**src/rtl/coh_pkg.sv**
```systemverilog
package coh_pkg;
   typedef enum logic [1:0] {BLK_UNC = 2'd0, BLK_SHR = 2'd1, BLK_EXC = 2'd2} blk_t;
   typedef enum logic [2:0] {ST_IDLE, ST_INV, ST_ACK, ST_FETCH, ST_WDATA, ST_REPLY} fsm_t;
   localparam logic [1:0] RQ_READ  = 2'd0;
   localparam logic [1:0] RQ_WRITE = 2'd1;
   localparam logic [1:0] RQ_WBACK = 2'd2;
   localparam logic [1:0] MS_INV   = 2'd0;
   localparam logic [1:0] MS_FETCH = 2'd1;
   localparam logic [1:0] MS_FINV  = 2'd2;
endpackage

```
**src/rtl/coh_dir_store.sv**
```systemverilog
module coh_dir_store import coh_pkg::*; #(
   parameter int NPROC = 4,
   parameter int NBLK  = 16,
   parameter int DW    = 16,
   localparam int PW = $clog2(NPROC),
   localparam int AW = $clog2(NBLK)
) (
   input  logic             clk,
   input  logic             rst_n,
   input  logic [AW-1:0]    rd_addr,
   output blk_t             rd_st,
   output logic [NPROC-1:0] rd_pres,
   output logic [PW-1:0]    rd_own,
   output logic [DW-1:0]    rd_data,
   input  logic             dir_we,
   input  logic             mem_we,
   input  logic [AW-1:0]    wr_addr,
   input  blk_t             wr_st,
   input  logic [NPROC-1:0] wr_pres,
   input  logic [PW-1:0]    wr_own,
   input  logic [DW-1:0]    wr_data
);
   blk_t             st_q   [NBLK];
   logic [NPROC-1:0] pres_q [NBLK];
   logic [PW-1:0]    own_q  [NBLK];
   logic [DW-1:0]    mem_q  [NBLK];

   always_ff @(posedge clk) begin
      if (!rst_n) begin
         for (int b = 0; b < NBLK; b++) begin
            st_q[b]   <= BLK_UNC;
            pres_q[b] <= '0;
            own_q[b]  <= '0;
            mem_q[b]  <= '0;
         end
      end else begin
         if (dir_we) begin
            st_q[wr_addr]   <= wr_st;
            pres_q[wr_addr] <= wr_pres;
            own_q[wr_addr]  <= wr_own;
         end
         if (mem_we) mem_q[wr_addr] <= wr_data;
      end
   end

   assign rd_st   = st_q[rd_addr];
   assign rd_pres = pres_q[rd_addr];
   assign rd_own  = own_q[rd_addr];
   assign rd_data = mem_q[rd_addr];
endmodule

```
**src/rtl/coh_low_pick.sv**
```systemverilog
module coh_low_pick #(
   parameter int N = 4,
   localparam int IW = $clog2(N)
) (
   input  logic [N-1:0]  vec,
   output logic [IW-1:0] idx,
   output logic          any
);
   always_comb begin
      idx = '0;
      for (int k = N - 1; k >= 0; k--) begin
         if (vec[k]) idx = IW'(k);
      end
   end
   assign any = |vec;
endmodule

```
**src/rtl/coh_ack_ctr.sv**
```systemverilog
module coh_ack_ctr #(
   parameter int NPROC = 4,
   localparam int CW = $clog2(NPROC) + 1
) (
   input  logic clk,
   input  logic rst_n,
   input  logic sent,
   input  logic acked,
   output logic zero
);
   logic [CW-1:0] cnt_q;
   always_ff @(posedge clk) begin
      if (!rst_n)               cnt_q <= '0;
      else if (sent && !acked)  cnt_q <= cnt_q + CW'(1);
      else if (!sent && acked)  cnt_q <= cnt_q - CW'(1);
   end
   assign zero = (cnt_q == '0);
endmodule

```
**src/rtl/coh_home_dir.sv**
```systemverilog
module coh_home_dir import coh_pkg::*; #(
   parameter int NPROC = 4,
   parameter int NBLK  = 16,
   parameter int DW    = 16,
   localparam int PW = $clog2(NPROC),
   localparam int AW = $clog2(NBLK)
) (
   input  logic          clk,
   input  logic          rst_n,
   input  logic          req_valid,
   output logic          req_ready,
   input  logic [1:0]    req_kind,
   input  logic [PW-1:0] req_proc,
   input  logic [AW-1:0] req_addr,
   input  logic [DW-1:0] req_data,
   output logic          msg_valid,
   output logic [1:0]    msg_kind,
   output logic [PW-1:0] msg_dest,
   output logic [AW-1:0] msg_addr,
   input  logic          ack_valid,
   input  logic          fetch_valid,
   input  logic [DW-1:0] fetch_data,
   output logic          rep_valid,
   output logic [PW-1:0] rep_proc,
   output logic [AW-1:0] rep_addr,
   output logic [DW-1:0] rep_data
);
   if (NPROC < 2 || NBLK < 2 || DW < 1) begin : g_bad_cfg
      $error("coh_home_dir: NPROC and NBLK must be at least 2, DW at least 1");
   end

   fsm_t             st, st_n;
   logic [1:0]       t_kind;
   logic [PW-1:0]    t_proc, t_owner;
   logic [AW-1:0]    t_addr, w_addr;
   logic [NPROC-1:0] pend, pend_n, e_pres, w_pres, me_bit, req_bit;
   logic [DW-1:0]    rdata, rdata_n, e_data, w_data;
   blk_t             e_st, w_st;
   logic [PW-1:0]    e_own, w_own, pick_idx;
   logic             dir_we, mem_we, pick_any, ack_zero;

   coh_dir_store #(.NPROC(NPROC), .NBLK(NBLK), .DW(DW)) u_store (
      .clk(clk), .rst_n(rst_n), .rd_addr(req_addr),
      .rd_st(e_st), .rd_pres(e_pres), .rd_own(e_own), .rd_data(e_data),
      .dir_we(dir_we), .mem_we(mem_we), .wr_addr(w_addr),
      .wr_st(w_st), .wr_pres(w_pres), .wr_own(w_own), .wr_data(w_data));

   coh_low_pick #(.N(NPROC)) u_pick (.vec(pend), .idx(pick_idx), .any(pick_any));

   coh_ack_ctr #(.NPROC(NPROC)) u_acks (
      .clk(clk), .rst_n(rst_n), .sent(msg_valid && st == ST_INV),
      .acked(ack_valid), .zero(ack_zero));

   assign me_bit  = NPROC'(1) << t_proc;
   assign req_bit = NPROC'(1) << req_proc;

   always_comb begin
      st_n    = st;
      pend_n  = pend;
      rdata_n = rdata;
      dir_we  = 1'b0;
      mem_we  = 1'b0;
      w_addr  = t_addr;
      w_st    = BLK_UNC;
      w_pres  = '0;
      w_own   = t_proc;
      w_data  = fetch_data;
      case (st)
         ST_IDLE: begin
            w_addr = req_addr;
            w_own  = req_proc;
            if (req_valid) begin
               rdata_n = e_data;
               case (req_kind)
                  RQ_READ: begin
                     if (e_st == BLK_EXC) st_n = ST_FETCH;
                     else begin
                        dir_we = 1'b1; w_st = BLK_SHR; w_pres = e_pres | req_bit;
                        w_own = e_own; st_n = ST_REPLY;
                     end
                  end
                  RQ_WRITE: begin
                     if (e_st == BLK_EXC && e_own != req_proc) st_n = ST_FETCH;
                     else if (e_st == BLK_SHR && (e_pres & ~req_bit) != '0) begin
                        pend_n = e_pres & ~req_bit;
                        st_n   = ST_INV;
                     end else begin
                        dir_we = 1'b1; w_st = BLK_EXC; w_pres = req_bit; st_n = ST_REPLY;
                     end
                  end
                  RQ_WBACK: begin
                     if (e_st == BLK_EXC && e_own == req_proc) begin
                        dir_we = 1'b1; mem_we = 1'b1; w_data = req_data; w_own = '0;
                     end
                  end
                  default: ;
               endcase
            end
         end
         ST_INV: begin
            pend_n = pend & ~(NPROC'(1) << pick_idx);
            if (pend_n == '0) st_n = ST_ACK;
         end
         ST_ACK: begin
            if (ack_zero) begin
               dir_we = 1'b1; w_st = BLK_EXC; w_pres = me_bit; st_n = ST_REPLY;
            end
         end
         ST_FETCH: st_n = ST_WDATA;
         ST_WDATA: begin
            if (fetch_valid) begin
               mem_we  = 1'b1;
               dir_we  = 1'b1;
               rdata_n = fetch_data;
               st_n    = ST_REPLY;
               if (t_kind == RQ_READ) begin
                  w_st = BLK_SHR; w_pres = me_bit | (NPROC'(1) << t_owner); w_own = t_owner;
               end else begin
                  w_st = BLK_EXC; w_pres = me_bit;
               end
            end
         end
         ST_REPLY: st_n = ST_IDLE;
         default:  st_n = ST_IDLE;
      endcase
   end

   always_ff @(posedge clk) begin
      if (!rst_n) begin
         st <= ST_IDLE; pend <= '0; rdata <= '0;
         t_kind <= '0; t_proc <= '0; t_owner <= '0; t_addr <= '0;
      end else begin
         st    <= st_n;
         pend  <= pend_n;
         rdata <= rdata_n;
         if (st == ST_IDLE && req_valid) begin
            t_kind  <= req_kind;
            t_proc  <= req_proc;
            t_addr  <= req_addr;
            t_owner <= e_own;
         end
      end
   end

   assign req_ready = (st == ST_IDLE);
   assign msg_valid = (st == ST_INV && pick_any) || st == ST_FETCH;
   assign msg_kind  = (st == ST_INV) ? MS_INV : ((t_kind == RQ_WRITE) ? MS_FINV : MS_FETCH);
   assign msg_dest  = (st == ST_INV) ? pick_idx : t_owner;
   assign msg_addr  = t_addr;
   assign rep_valid = (st == ST_REPLY);
   assign rep_proc  = t_proc;
   assign rep_addr  = t_addr;
   assign rep_data  = rdata;
endmodule

```
**config.mk**
```make
export PLATFORM = sky130hd
export DESIGN_NAME = coh_home_dir
export DESIGN_NICKNAME = d
export VERILOG_FILES = /design/src/rtl/coh_pkg.sv /design/src/rtl/coh_dir_store.sv /design/src/rtl/coh_low_pick.sv /design/src/rtl/coh_ack_ctr.sv /design/src/rtl/coh_home_dir.sv
export SDC_FILE = /design/constraint.sdc
export NUM_CORES = 1
export LEC_CHECK = 0
export BUFFER_PORTS_ARGS = -buffer_cell sky130_fd_sc_hd__buf_2
export CAP_MARGIN = 20
export CELL_PAD_IN_SITES_DETAIL_PLACEMENT = 2
export CELL_PAD_IN_SITES_GLOBAL_PLACEMENT = 2
export CORE_ASPECT_RATIO = 1.2
export CORE_MARGIN = 2
export CORE_UTILIZATION = 48
export CTS_CLUSTER_DIAMETER = 50
export DETAILED_ROUTE_END_ITERATION = 7
export PLACE_DENSITY_LB_ADDON = 0.1
export SKIP_LAST_GASP = 1
export SYNTH_ARGS = -nofsm -noshare
export SYNTH_HDL_FRONTEND = slang
export SYNTH_SLANG_ARGS = --single-unit
export TNS_END_PERCENT = 50
```
**constraint.sdc**
```tcl
create_clock -name clk -period 10.1 [get_ports clk]
set_input_delay 0.505 -clock clk [delete_from_list [all_inputs] [get_ports clk]]
set_output_delay 0.505 -clock clk [all_outputs]
set_load 0.01 [all_outputs]
```
==> reports/results.txt <==
status - finished clean
syn nets - 1,506
crit path DAT - 5980 ps
Gate Count Post-Synth - 1,459
RSZ-0062 raised after global routing - false
gr usage total - 0.325
Final Setup Violations - 0
die area - 0.0429 sq mm
Synth top area share - 0.583
WP data required - 10,310 ps
cts hold-fix bufs - 0
post-synthesis sequential area ratio - 0.619
crit path max fanout - 54
CTS Buffer Depth - 3
most frequent cells in the layout - edfxtp_1, nor2_1, nor3_1, mux4_2, nand2_1
post-cts resize count - 0
Post-synth EDFFs - 384
r2r endpoint - u_store.mem_q[0][5]
largest net degree at the start of global routing - 145
Worst-Margin Slew - 1110 ps
PortBufs - 77
Final Max Tran Viols - 0
antenna cells - 0
total wire length - 69.3 mm
reg-to-reg startpoint - st[2]
setup_tns - 0 ps
min Tclk post-route - 5770 ps
fraction of layout cells with a size suffix above 1 - 0.214
Power Total - 4.49 mW
synthesized flop and latch total - 420
first-pass GRT wire length - 99.8 mm
commonest non-fill, non-tap cell in the layout - edfxtp_1
final period utilization - 0.572
CP Launch Type - input port
Area growth, synth to finish - 11.8%
most crowded layer after global routing - met2
Sw Share - 0.308
CP max stage cell - nand2_1
worst path cell trace - buf_4 > buf_4 > mux4_2 > mux2i_1 > mux2i_1 > xnor2_2 > nand2_2 > o31ai_4 > nand4_1 > nand2_1
DR WL/cell - 33.1 um
setup bufs post-CTS - 0
NumNets Final - 1,573
Reg2Reg Setup Slack - 4790 ps
Slew HR - 0.260
final hold violation count - 0
reg2reg path depth - 10
Worst Skew - 25.0 ps
CTS tree - yes
Hold EP - t_kind[1]
Clock Sinks - 420
CP max stage delay - 1090 ps
initial antenna violation count - 0
Via Count - 13.3k
fillers - 3,830
clock transition at the registers of the reported paths - 60 ps
Max Clk Rate - 0.173 GHz
cell area after layout - 0.0221 sq mm
Peak VDD IR - 0.141 mV
Max-Cap Viols - 0
gr ovfl total - 0
GR Util met3 - 0.0384
clock latency on the worst-skew pair - 600 ps
M1 GR Usage - 0.384
root buffer cell - clkbuf_16
Hold Path Cell Cnt - 3
Rows - 81
Die Y - 226 um
Clock Power Share - 0.351
leak pwr - 7.76 nW
share of flip-flops with an asynchronous set or reset - 0
H-Tree Depth - 2
DRC - 0
vias per cell - 6.32
ys flop type - edfxtp_1
internal power - 3.11 mW
dpl cell area - 0.0207 sq mm
Synth Cell Area - 0.0198 sq mm
core box area - 0.0407 sq mm
io pins - 78
Synth cell types - 72
Final ANT Viol Nets - 0
gpl congestion - 0.857
DR pass1 iterations - 5
Gate power share - 0.190
pwr dens - 203 mW/mm^2
origin of the worst min-delay path - req_kind[1]
vias in the first global route - 14.3k
M2 GR Usage - 0.586
Crit. End Element - flip-flop
post-synth top area cell - edfxtp_1
Initial Utilization - 0.486
synth top area cells - edfxtp_1, mux4_2, nor2_1, dfxtp_1, nor3_1
sequential share of power - 0.459
DRT iter0 DRCs - 1,002
Die Wd - 189 um
HPWL Detailed - 45.6 mm
NetSw - 1.38 mW
Syn. warnings - 0
total CTS buffers - 47
Setup CP Type - input port to flip-flop
min-delay worst type - input port to flip-flop
Synth Area per Inst - 13.6 sq um
==> area by class of cell <==
class | count | area (sq um) | area share
sequential | 420 | 12300 | 0.554
timing repair buffer | 137 | 888 | 0.0401
tap | 539 | 674 | 0.0305
clock buffer | 60 | 1240 | 0.0563
inverter | 12 | 45.0 | 0.00204
multi-input combinational | 908 | 6920 | 0.313
clock inverter | 21 | 109 | 0.00492
==> registers in the layout (all words and copies together), names as in the netlist <==
register,flops
msg_addr,4
pend,4
rep_data,16
rep_proc,2
st,3
t_kind,2
t_owner,2
u_acks.cnt_q,3
u_store.mem_q,256
u_store.own_q,32
u_store.pres_q,64
u_store.st_q,32
==> cell families (layout without fill, tap and decap cells) <==
logic type	after synthesis	in the layout	share of synthesized area
flops	420	420	0.619
fa+ha+maj	2	2	0.00164
xor+xnor	3	3	0.00171
buf+inv	131	230	0.0333
mux	167	167	0.150
simple gates	592	592	0.132
compound gates	144	144	0.0625
==> worst max-delay path: cells and delay by family <==
kind                   cells  cell delay, ps
buffers and inverters      2            1330
XOR/XNOR                   1             270
multiplexers               3             990
AND/OR/NAND/NOR            3            2160
AO/OA/AOI/OAI              1             590
==> metrics by stage <==
stage / worst slack, ps / hold slack [ps] / utilization / instances
floorplan: 6400 / 457 / - / 1459
global placement: 4110 / 475 / 0.507 / 2004
detailed placement: 3860 / 486 / 0.507 / 2006
CTS: 4400 / 296 / 0.541 / 2087
global route: 4020 / 339 / 0.543 / 2097
finish: 4330 / 320 / 0.543 / 2097
==> cells in the mapped netlist (11+ instances only) <==
library cell    n
edfxtp_1      384
nor2_1        282
nor3_1        133
mux4_2        102
nand2_1        95
mux2i_1        57
clkbuf_1       53
dfxtp_1        36
buf_2          32
o21ai_0        27
nand3_1        18
o211a_1        16
buf_1          15
a21oi_1        14
buf_6          13
nor2b_1        11
==> power by group through the flow <==
stage	registers [mW]	logic (mW)	clock network, mW
3_3_place_gp	2.08	0.794	0
6_report	2.06	0.854	1.57
5_1_grt	2.07	0.901	1.65
4_1_cts	2.06	0.832	1.59
3_5_place_dp	2.09	0.827	0
2_1_floorplan	2.07	0.494	0
==> per-layer routing <==
metal / up-vias / wire length, um
li1: 5672 / -
met1: 6938 / 25600
met2: 484 / 36500
met3: 163 / 3300
met4: 0 / 3910
met5: - / 0
==> worst max path at each step <==
| stage | from | to | slack (ps) |
|---|---|---|---|
| 2_1_floorplan | req_addr[1] | u_store.mem_q[1][0] | 6400 |
| 3_5_place_dp | req_addr[1] | u_store.mem_q[6][10] | 3860 |
| 3_3_place_gp | req_addr[1] | u_store.mem_q[6][10] | 4110 |
| 4_1_cts | req_addr[1] | u_store.mem_q[10][7] | 4400 |
| 5_1_grt | req_addr[1] | u_store.mem_q[10][9] | 4020 |
| 6_report | req_addr[1] | u_store.mem_q[10][9] | 4330 |
(Power assumes the default switching activity.)
